File: src/rtl/vfc_pkg.sv
package vfc_pkg;

    typedef enum logic {
        PH_IDLE = 1'b0,
        PH_OPEN = 1'b1
    } gate_phase_e;

endpackage

File: src/rtl/vfc_osc_sync.sv
module vfc_osc_sync #(
    parameter int SYNC_STAGES = 2
) (
    input  logic clk_i,
    input  logic rst_ni,
    input  logic osc_i,
    output logic rise_o
);

    localparam int TOP = SYNC_STAGES - 1;

    typedef struct packed {
        logic [SYNC_STAGES-1:0] chain;
        logic                   prev;
    } sync_st_t;

    sync_st_t st_d, st_q;

    always_comb begin
        st_d       = st_q;
        st_d.chain = {st_q.chain[TOP-1:0], osc_i};
        st_d.prev  = st_q.chain[TOP];
    end

    always_ff @(posedge clk_i or negedge rst_ni) begin
        if (!rst_ni) begin
            st_q <= '0;
        end else begin
            st_q <= st_d;
        end
    end

    assign rise_o = st_q.chain[TOP] & ~st_q.prev;


    rise_pulse_chk: assert property (@(posedge clk_i) disable iff (!rst_ni)
        rise_o |=> !rise_o);

endmodule

File: src/rtl/vfc_gate_timer.sv
module vfc_gate_timer
    import vfc_pkg::*;
#(
    parameter int GATE_CYCLES = 64
) (
    input  logic clk_i,
    input  logic rst_ni,
    input  logic start_i,
    output logic accept_o,
    output logic active_o,
    output logic last_o
);

    localparam int              CW       = (GATE_CYCLES > 2) ? $clog2(GATE_CYCLES) : 1;
    localparam logic [CW-1:0]   LAST_IDX = CW'(GATE_CYCLES - 1);

    typedef struct packed {
        gate_phase_e   phase;
        logic [CW-1:0] cnt;
    } gate_st_t;

    gate_st_t st_d, st_q;

    always_comb begin
        accept_o = (st_q.phase == PH_IDLE) && start_i;
        last_o   = (st_q.phase == PH_OPEN) && (st_q.cnt == LAST_IDX);
        active_o = (st_q.phase == PH_OPEN);
        st_d     = st_q;
        if (accept_o) begin
            st_d.phase = PH_OPEN;
            st_d.cnt   = '0;
        end else if (last_o) begin
            st_d.phase = PH_IDLE;
            st_d.cnt   = '0;
        end else if (active_o) begin
            st_d.cnt   = st_q.cnt + 1'b1;
        end
    end

    always_ff @(posedge clk_i or negedge rst_ni) begin
        if (!rst_ni) begin
            st_q <= '{phase: PH_IDLE, cnt: '0};
        end else begin
            st_q <= st_d;
        end
    end


    gate_len_chk: assert property (@(posedge clk_i) disable iff (!rst_ni)
        (st_q.phase == PH_OPEN) |-> (st_q.cnt <= LAST_IDX));


    gate_close_chk: assert property (@(posedge clk_i) disable iff (!rst_ni)
        last_o |=> (st_q.phase == PH_IDLE));


    busy_start_chk: assert property (@(posedge clk_i) disable iff (!rst_ni)
        (active_o && start_i && !last_o) |=>
            ((st_q.phase == PH_OPEN) && (st_q.cnt == $past(st_q.cnt) + 1'b1)));

endmodule

File: src/rtl/vfc_tally.sv
module vfc_tally #(
    parameter int CNT_W = 4
) (
    input  logic             clk_i,
    input  logic             rst_ni,
    input  logic             clear_i,
    input  logic             enable_i,
    input  logic             rise_i,
    input  logic             last_i,
    output logic [CNT_W-1:0] code_o,
    output logic             ovf_o,
    output logic             done_o
);

    localparam logic [CNT_W-1:0] CODE_MAX = '1;

    typedef struct packed {
        logic [CNT_W-1:0] acc;
        logic             sat;
        logic [CNT_W-1:0] code;
        logic             ovf;
        logic             done;
    } tally_st_t;

    tally_st_t        st_d, st_q;
    logic [CNT_W-1:0] acc_step;
    logic             sat_step;

    always_comb begin
        acc_step = st_q.acc;
        sat_step = st_q.sat;
        if (enable_i && rise_i) begin
            if (st_q.acc == CODE_MAX) begin
                sat_step = 1'b1;
            end else begin
                acc_step = st_q.acc + 1'b1;
            end
        end

        st_d      = st_q;
        st_d.done = 1'b0;
        if (clear_i) begin
            st_d.acc = '0;
            st_d.sat = 1'b0;
        end else if (enable_i) begin
            st_d.acc = acc_step;
            st_d.sat = sat_step;
        end
        if (last_i) begin
            st_d.code = acc_step;
            st_d.ovf  = sat_step;
            st_d.done = 1'b1;
        end
    end

    always_ff @(posedge clk_i or negedge rst_ni) begin
        if (!rst_ni) begin
            st_q <= '0;
        end else begin
            st_q <= st_d;
        end
    end

    assign code_o = st_q.code;
    assign ovf_o  = st_q.ovf;
    assign done_o = st_q.done;


    done_pulse_chk: assert property (@(posedge clk_i) disable iff (!rst_ni)
        done_o |=> !done_o);


    result_hold_chk: assert property (@(posedge clk_i) disable iff (!rst_ni)
        !done_o |-> ($stable(code_o) && $stable(ovf_o)));


    ovf_at_max_chk: assert property (@(posedge clk_i) disable iff (!rst_ni)
        ovf_o |-> (code_o == CODE_MAX));


    acc_mono_chk: assert property (@(posedge clk_i) disable iff (!rst_ni)
        (enable_i && !last_i) |=> (st_q.acc >= $past(st_q.acc)));

endmodule

File: src/rtl/vfc_edge_tally.sv
module vfc_edge_tally #(
    parameter int GATE_CYCLES = 64,
    parameter int CNT_W       = 4,
    parameter int SYNC_STAGES = 2
) (
    input  logic             clk_i,
    input  logic             rst_ni,
    input  logic             osc_i,
    input  logic             start_i,
    output logic [CNT_W-1:0] code_o,
    output logic             ovf_o,
    output logic             done_o
);

    logic rise;
    logic accept;
    logic active;
    logic last;

    vfc_osc_sync #(
        .SYNC_STAGES(SYNC_STAGES)
    ) u_sync (
        .clk_i (clk_i),
        .rst_ni(rst_ni),
        .osc_i (osc_i),
        .rise_o(rise)
    );

    vfc_gate_timer #(
        .GATE_CYCLES(GATE_CYCLES)
    ) u_gate (
        .clk_i   (clk_i),
        .rst_ni  (rst_ni),
        .start_i (start_i),
        .accept_o(accept),
        .active_o(active),
        .last_o  (last)
    );

    vfc_tally #(
        .CNT_W(CNT_W)
    ) u_tally (
        .clk_i   (clk_i),
        .rst_ni  (rst_ni),
        .clear_i (accept),
        .enable_i(active),
        .rise_i  (rise),
        .last_i  (last),
        .code_o  (code_o),
        .ovf_o   (ovf_o),
        .done_o  (done_o)
    );


    done_after_close_chk: assert property (@(posedge clk_i) disable iff (!rst_ni)
        done_o |-> $past(last));


    clear_idle_chk: assert property (@(posedge clk_i) disable iff (!rst_ni)
        accept |-> !active);

endmodule

File: config.mk
export PLATFORM = sky130hd
export DESIGN_NAME = vfc_edge_tally
export DESIGN_NICKNAME = d
export VERILOG_FILES = /design/src/rtl/vfc_pkg.sv /design/src/rtl/vfc_osc_sync.sv /design/src/rtl/vfc_gate_timer.sv /design/src/rtl/vfc_tally.sv /design/src/rtl/vfc_edge_tally.sv
export SDC_FILE = /design/constraint.sdc
export NUM_CORES = 1
export LEC_CHECK = 0
export ABC_CLOCK_PERIOD_IN_PS = 1600
export BUFFER_PORTS_ARGS = -buffer_cell sky130_fd_sc_hd__buf_2
export CAP_MARGIN = 20
export CORE_MARGIN = 2
export CORE_UTILIZATION = 50
export DETAILED_ROUTE_END_ITERATION = 16
export PLACE_DENSITY = 0.79
export RECOVER_POWER = 100
export SLEW_MARGIN = 20
export SYNTH_ARGS = -nofsm -noshare
export SYNTH_HDL_FRONTEND = slang
export SYNTH_SLANG_ARGS = --single-unit
File: constraint.sdc
create_clock -name clk_i -period 1.6 [get_ports clk_i]
set_input_delay 0.08 -clock clk_i [delete_from_list [all_inputs] [get_ports clk_i]]
set_output_delay 0.08 -clock clk_i [all_outputs]
set_load 0.01 [all_outputs]
==> results.yml <==
timing:
  slew_headroom: 0.292
  rsz0062_at_grt: "false"
  max_freq_mhz: 707
  tns_ns: 0
  whs_ns: 0.362
  maxSlewViolCount: 0
  worst_pin_slew_ns: 1.06
  fin_crit_sh: 0.884
  fin_skew_ns: 0.00180
  period_minus_slack_ns: 1.41
  final-setup-viol-count: 0
  hold_viol_final: 0
yosys:
  synth_edf_count: 0
  synthTopCellsByArea: "dfrtp_1 (54%), nand2_1 (5.8%), o21ai_0 (5.7%)"
  synthCells: 89
  synth_seq_cells: 21
  yosys_warnings: 0
  yosys.area.top_type: "dfrtp_1"
  syn_nets: 95
  synth.distinct_cells: 24
  synth_top_area_share: 0.544
  synthArstFlopShare: 1.00
  syn_avg_cell_area_um2: 10.9
  synthFlopType: "dfrtp_1"
  syn_area_um2: 966
  ys_seq_area_frac: 0.544
global_routing:
  grt_pass1_wl_um: 2400
  grt_start_max_net_pins: 22
  grtUsageTotal: 0.154
  grt_pass1_vias: 555
  grt.overflow.total: 0
  antenna_found_initial: 0
pwr:
  combPwrFrac: 0.304
  vdd_ir_drop_max_uv: 800
  switching_power_mw: 0.593
  intPower_mw: 1.06
  power_frac_seq: 0.551
  swShare: 0.358
  p_clk_frac: 0.145
  power_density_nw_per_um2: 1600
  power_leakage_nw: 0.477
die:
  die_width_um: 48.0
  dieArea_um2: 2300
  rows: 15
  die_h_um: 48.0
  start_util: 0.548
  boundaryPins: 10
  design.core.area_um2: 1760
drt:
  ant_nets: 0
  first_iter_violations: 9
  drt_pass1_iterations: 4
  wirelength_um: 1430
  wire_per_inst_um: 11.4
  drc: 0
  vias: 644
  vias_per_cell: 5.15
worst_setup_path:
  path_max_fanout: 12
  cp.arrival_ns: 1.62
  cp.required_ns: 1.80
  path_class: "reg -> reg"
  critPathCaptureType: "flip-flop"
  cp-start-kind: "flip-flop"
cts:
  cts_max_path_buffers: 2
  post_cts_buffers: 0
  cts_made_buffers: 3
  clk_pin_slew_ns: 0.11
  ctsResizeCount: 0
  cts_root_buf: "clkbuf_4"
  cts_sinks: 21
  clk_latency_ns: 0.29
  cts_htree_levels: 1
  cts_tree: "done"
run:
  maxCapViolations: 0
placement:
  gp_congestion: 0.747
  dp_hpwl_um: 1080
  io_buffer_count: 9
layout:
  n_antenna_cell: 0
  drive_gt1_frac: 0.100
  syn_to_final_growth_pct: 6.99
  final_nets: 107
min_path:
  hold_path.class: "reg -> reg"
outcome:
  run_status: "completed"
## cells in the final DEF (no fill, tap or decap), types with 4 or more instances in the layout
cell,Yosys,routed
nand3_1,4,4
nand2_1,15,15
dfrtp_1,21,21
nor2_1,4,4
clkbuf_1,0,8
o21ai_0,11,11
inv_1,4,4
## state kept, by name (all words and copies together) (netlist names)
name / flops
u_tally.ovf_o: 1
u_gate.st_q: 6
u_tally.code_o: 4
u_sync.st_d: 2
u_tally.st_q: 5
u_sync.st_q: 1
u_gate.active_o: 1
u_tally.done_o: 1
## area by class of cell
cell class / count / area, um2
Sequential cell: 21 / 526
Tap cell: 25 / 31.3
Inverter: 4 / 15.0
Clock buffer: 4 / 26.3
Timing Repair Buffer: 13 / 73.8
Fill cell: 170 / 731
Multi-Input combinational cell: 58 / 362
## metrics by stage
step / instances / util / power [mW] / area [um2] / worst slack, ns
final: 125 / 0.586 / 1.66 / 1030 / 0.186
after global routing: 125 / 0.586 / 1.80 / 1030 / 0.0162
after CTS: 125 / 0.597 / 1.69 / 1050 / 0.168
after detailed placement: 118 / 0.565 / 1.45 / 997 / 0.182
after global placement: 118 / 0.565 / 1.42 / 997 / 0.258
after floorplan: 89 / - / 1.33 / 966 / 0.310
## cells in the mapped netlist (all sizes together), types with 2 or more instances
library cell and count:
a21oi 3, and3 2, buf 6, dfrtp 21
ha 2, inv 4, mux2i 2, nand2 15
nand3 4, nand4 2, nor2 4, o21ai 11
xnor2 2, xor2 3
## what timing repair did
item,4_1_cts,5_1_grt
endpoints found under the hold margin,23,0
endpoints found under the setup margin,0,0
hold buffers,3,0
## cells by family (layout without fill, tap and decap cells)
logic type / after synthesis / after routing / share of synthesized area
and+or+nand+nor: 31 / 31 / 0.181
buffers and inverters: 10 / 21 / 0.0699
adders and majority gates: 2 / 2 / 0.0259
AOI/OAI and AO/OA: 18 / 18 / 0.113
xor gates and xnor gates: 5 / 5 / 0.0453
muxes: 2 / 2 / 0.0207
DFF: 21 / 21 / 0.544
## power by group through the flow
| stage | clock network (mW) | registers, mW | logic, mW |
|---|---|---|---|
| final | 0.241 | 0.912 | 0.504 |
| after global routing | 0.276 | 0.941 | 0.582 |
| after CTS | 0.250 | 0.916 | 0.528 |
| after detailed placement | 0 | 0.927 | 0.518 |
| after global placement | 0 | 0.918 | 0.499 |
| after floorplan | 0 | 0.893 | 0.436 |
## critical path, stage by stage (launching register included)
cell and delay, ns:
dfrtp_1 0.42, ha_1 0.20, and3_1 0.24, nand4_4 0.19, o31ai_1 0.27
## per-layer routing
layer  wire, um  part of all wire  GRT usage
met5          0                 0          0
met4         23             0.016     0.0649
met3         74             0.052     0.0340
met2        622              0.43      0.224
met1        710              0.50      0.222
## final timing paths
| path | start | endpoint | slack [ns] | depth (start not counted) |
|---|---|---|---|---|
| worst max-delay path | u_gate.st_q[0] | u_tally.code_o[3] | 0.19 | 4 |
| worst min-delay path | u_sync.st_d[2] | u_sync.st_d[0] | 0.36 | 0 |
| worst max register to register | u_gate.st_q[0] | u_tally.code_o[3] | 0.19 | 4 |
| worst min register to register | u_sync.st_d[2] | u_sync.st_d[0] | 0.36 | 0 |
| max in group asynchronous | rst_ni | u_tally.done_o | 0.48 | 2 |
| min in group asynchronous | rst_ni | u_tally.ovf_o | 0.49 | 2 |
(Power assumes the default switching activity.)
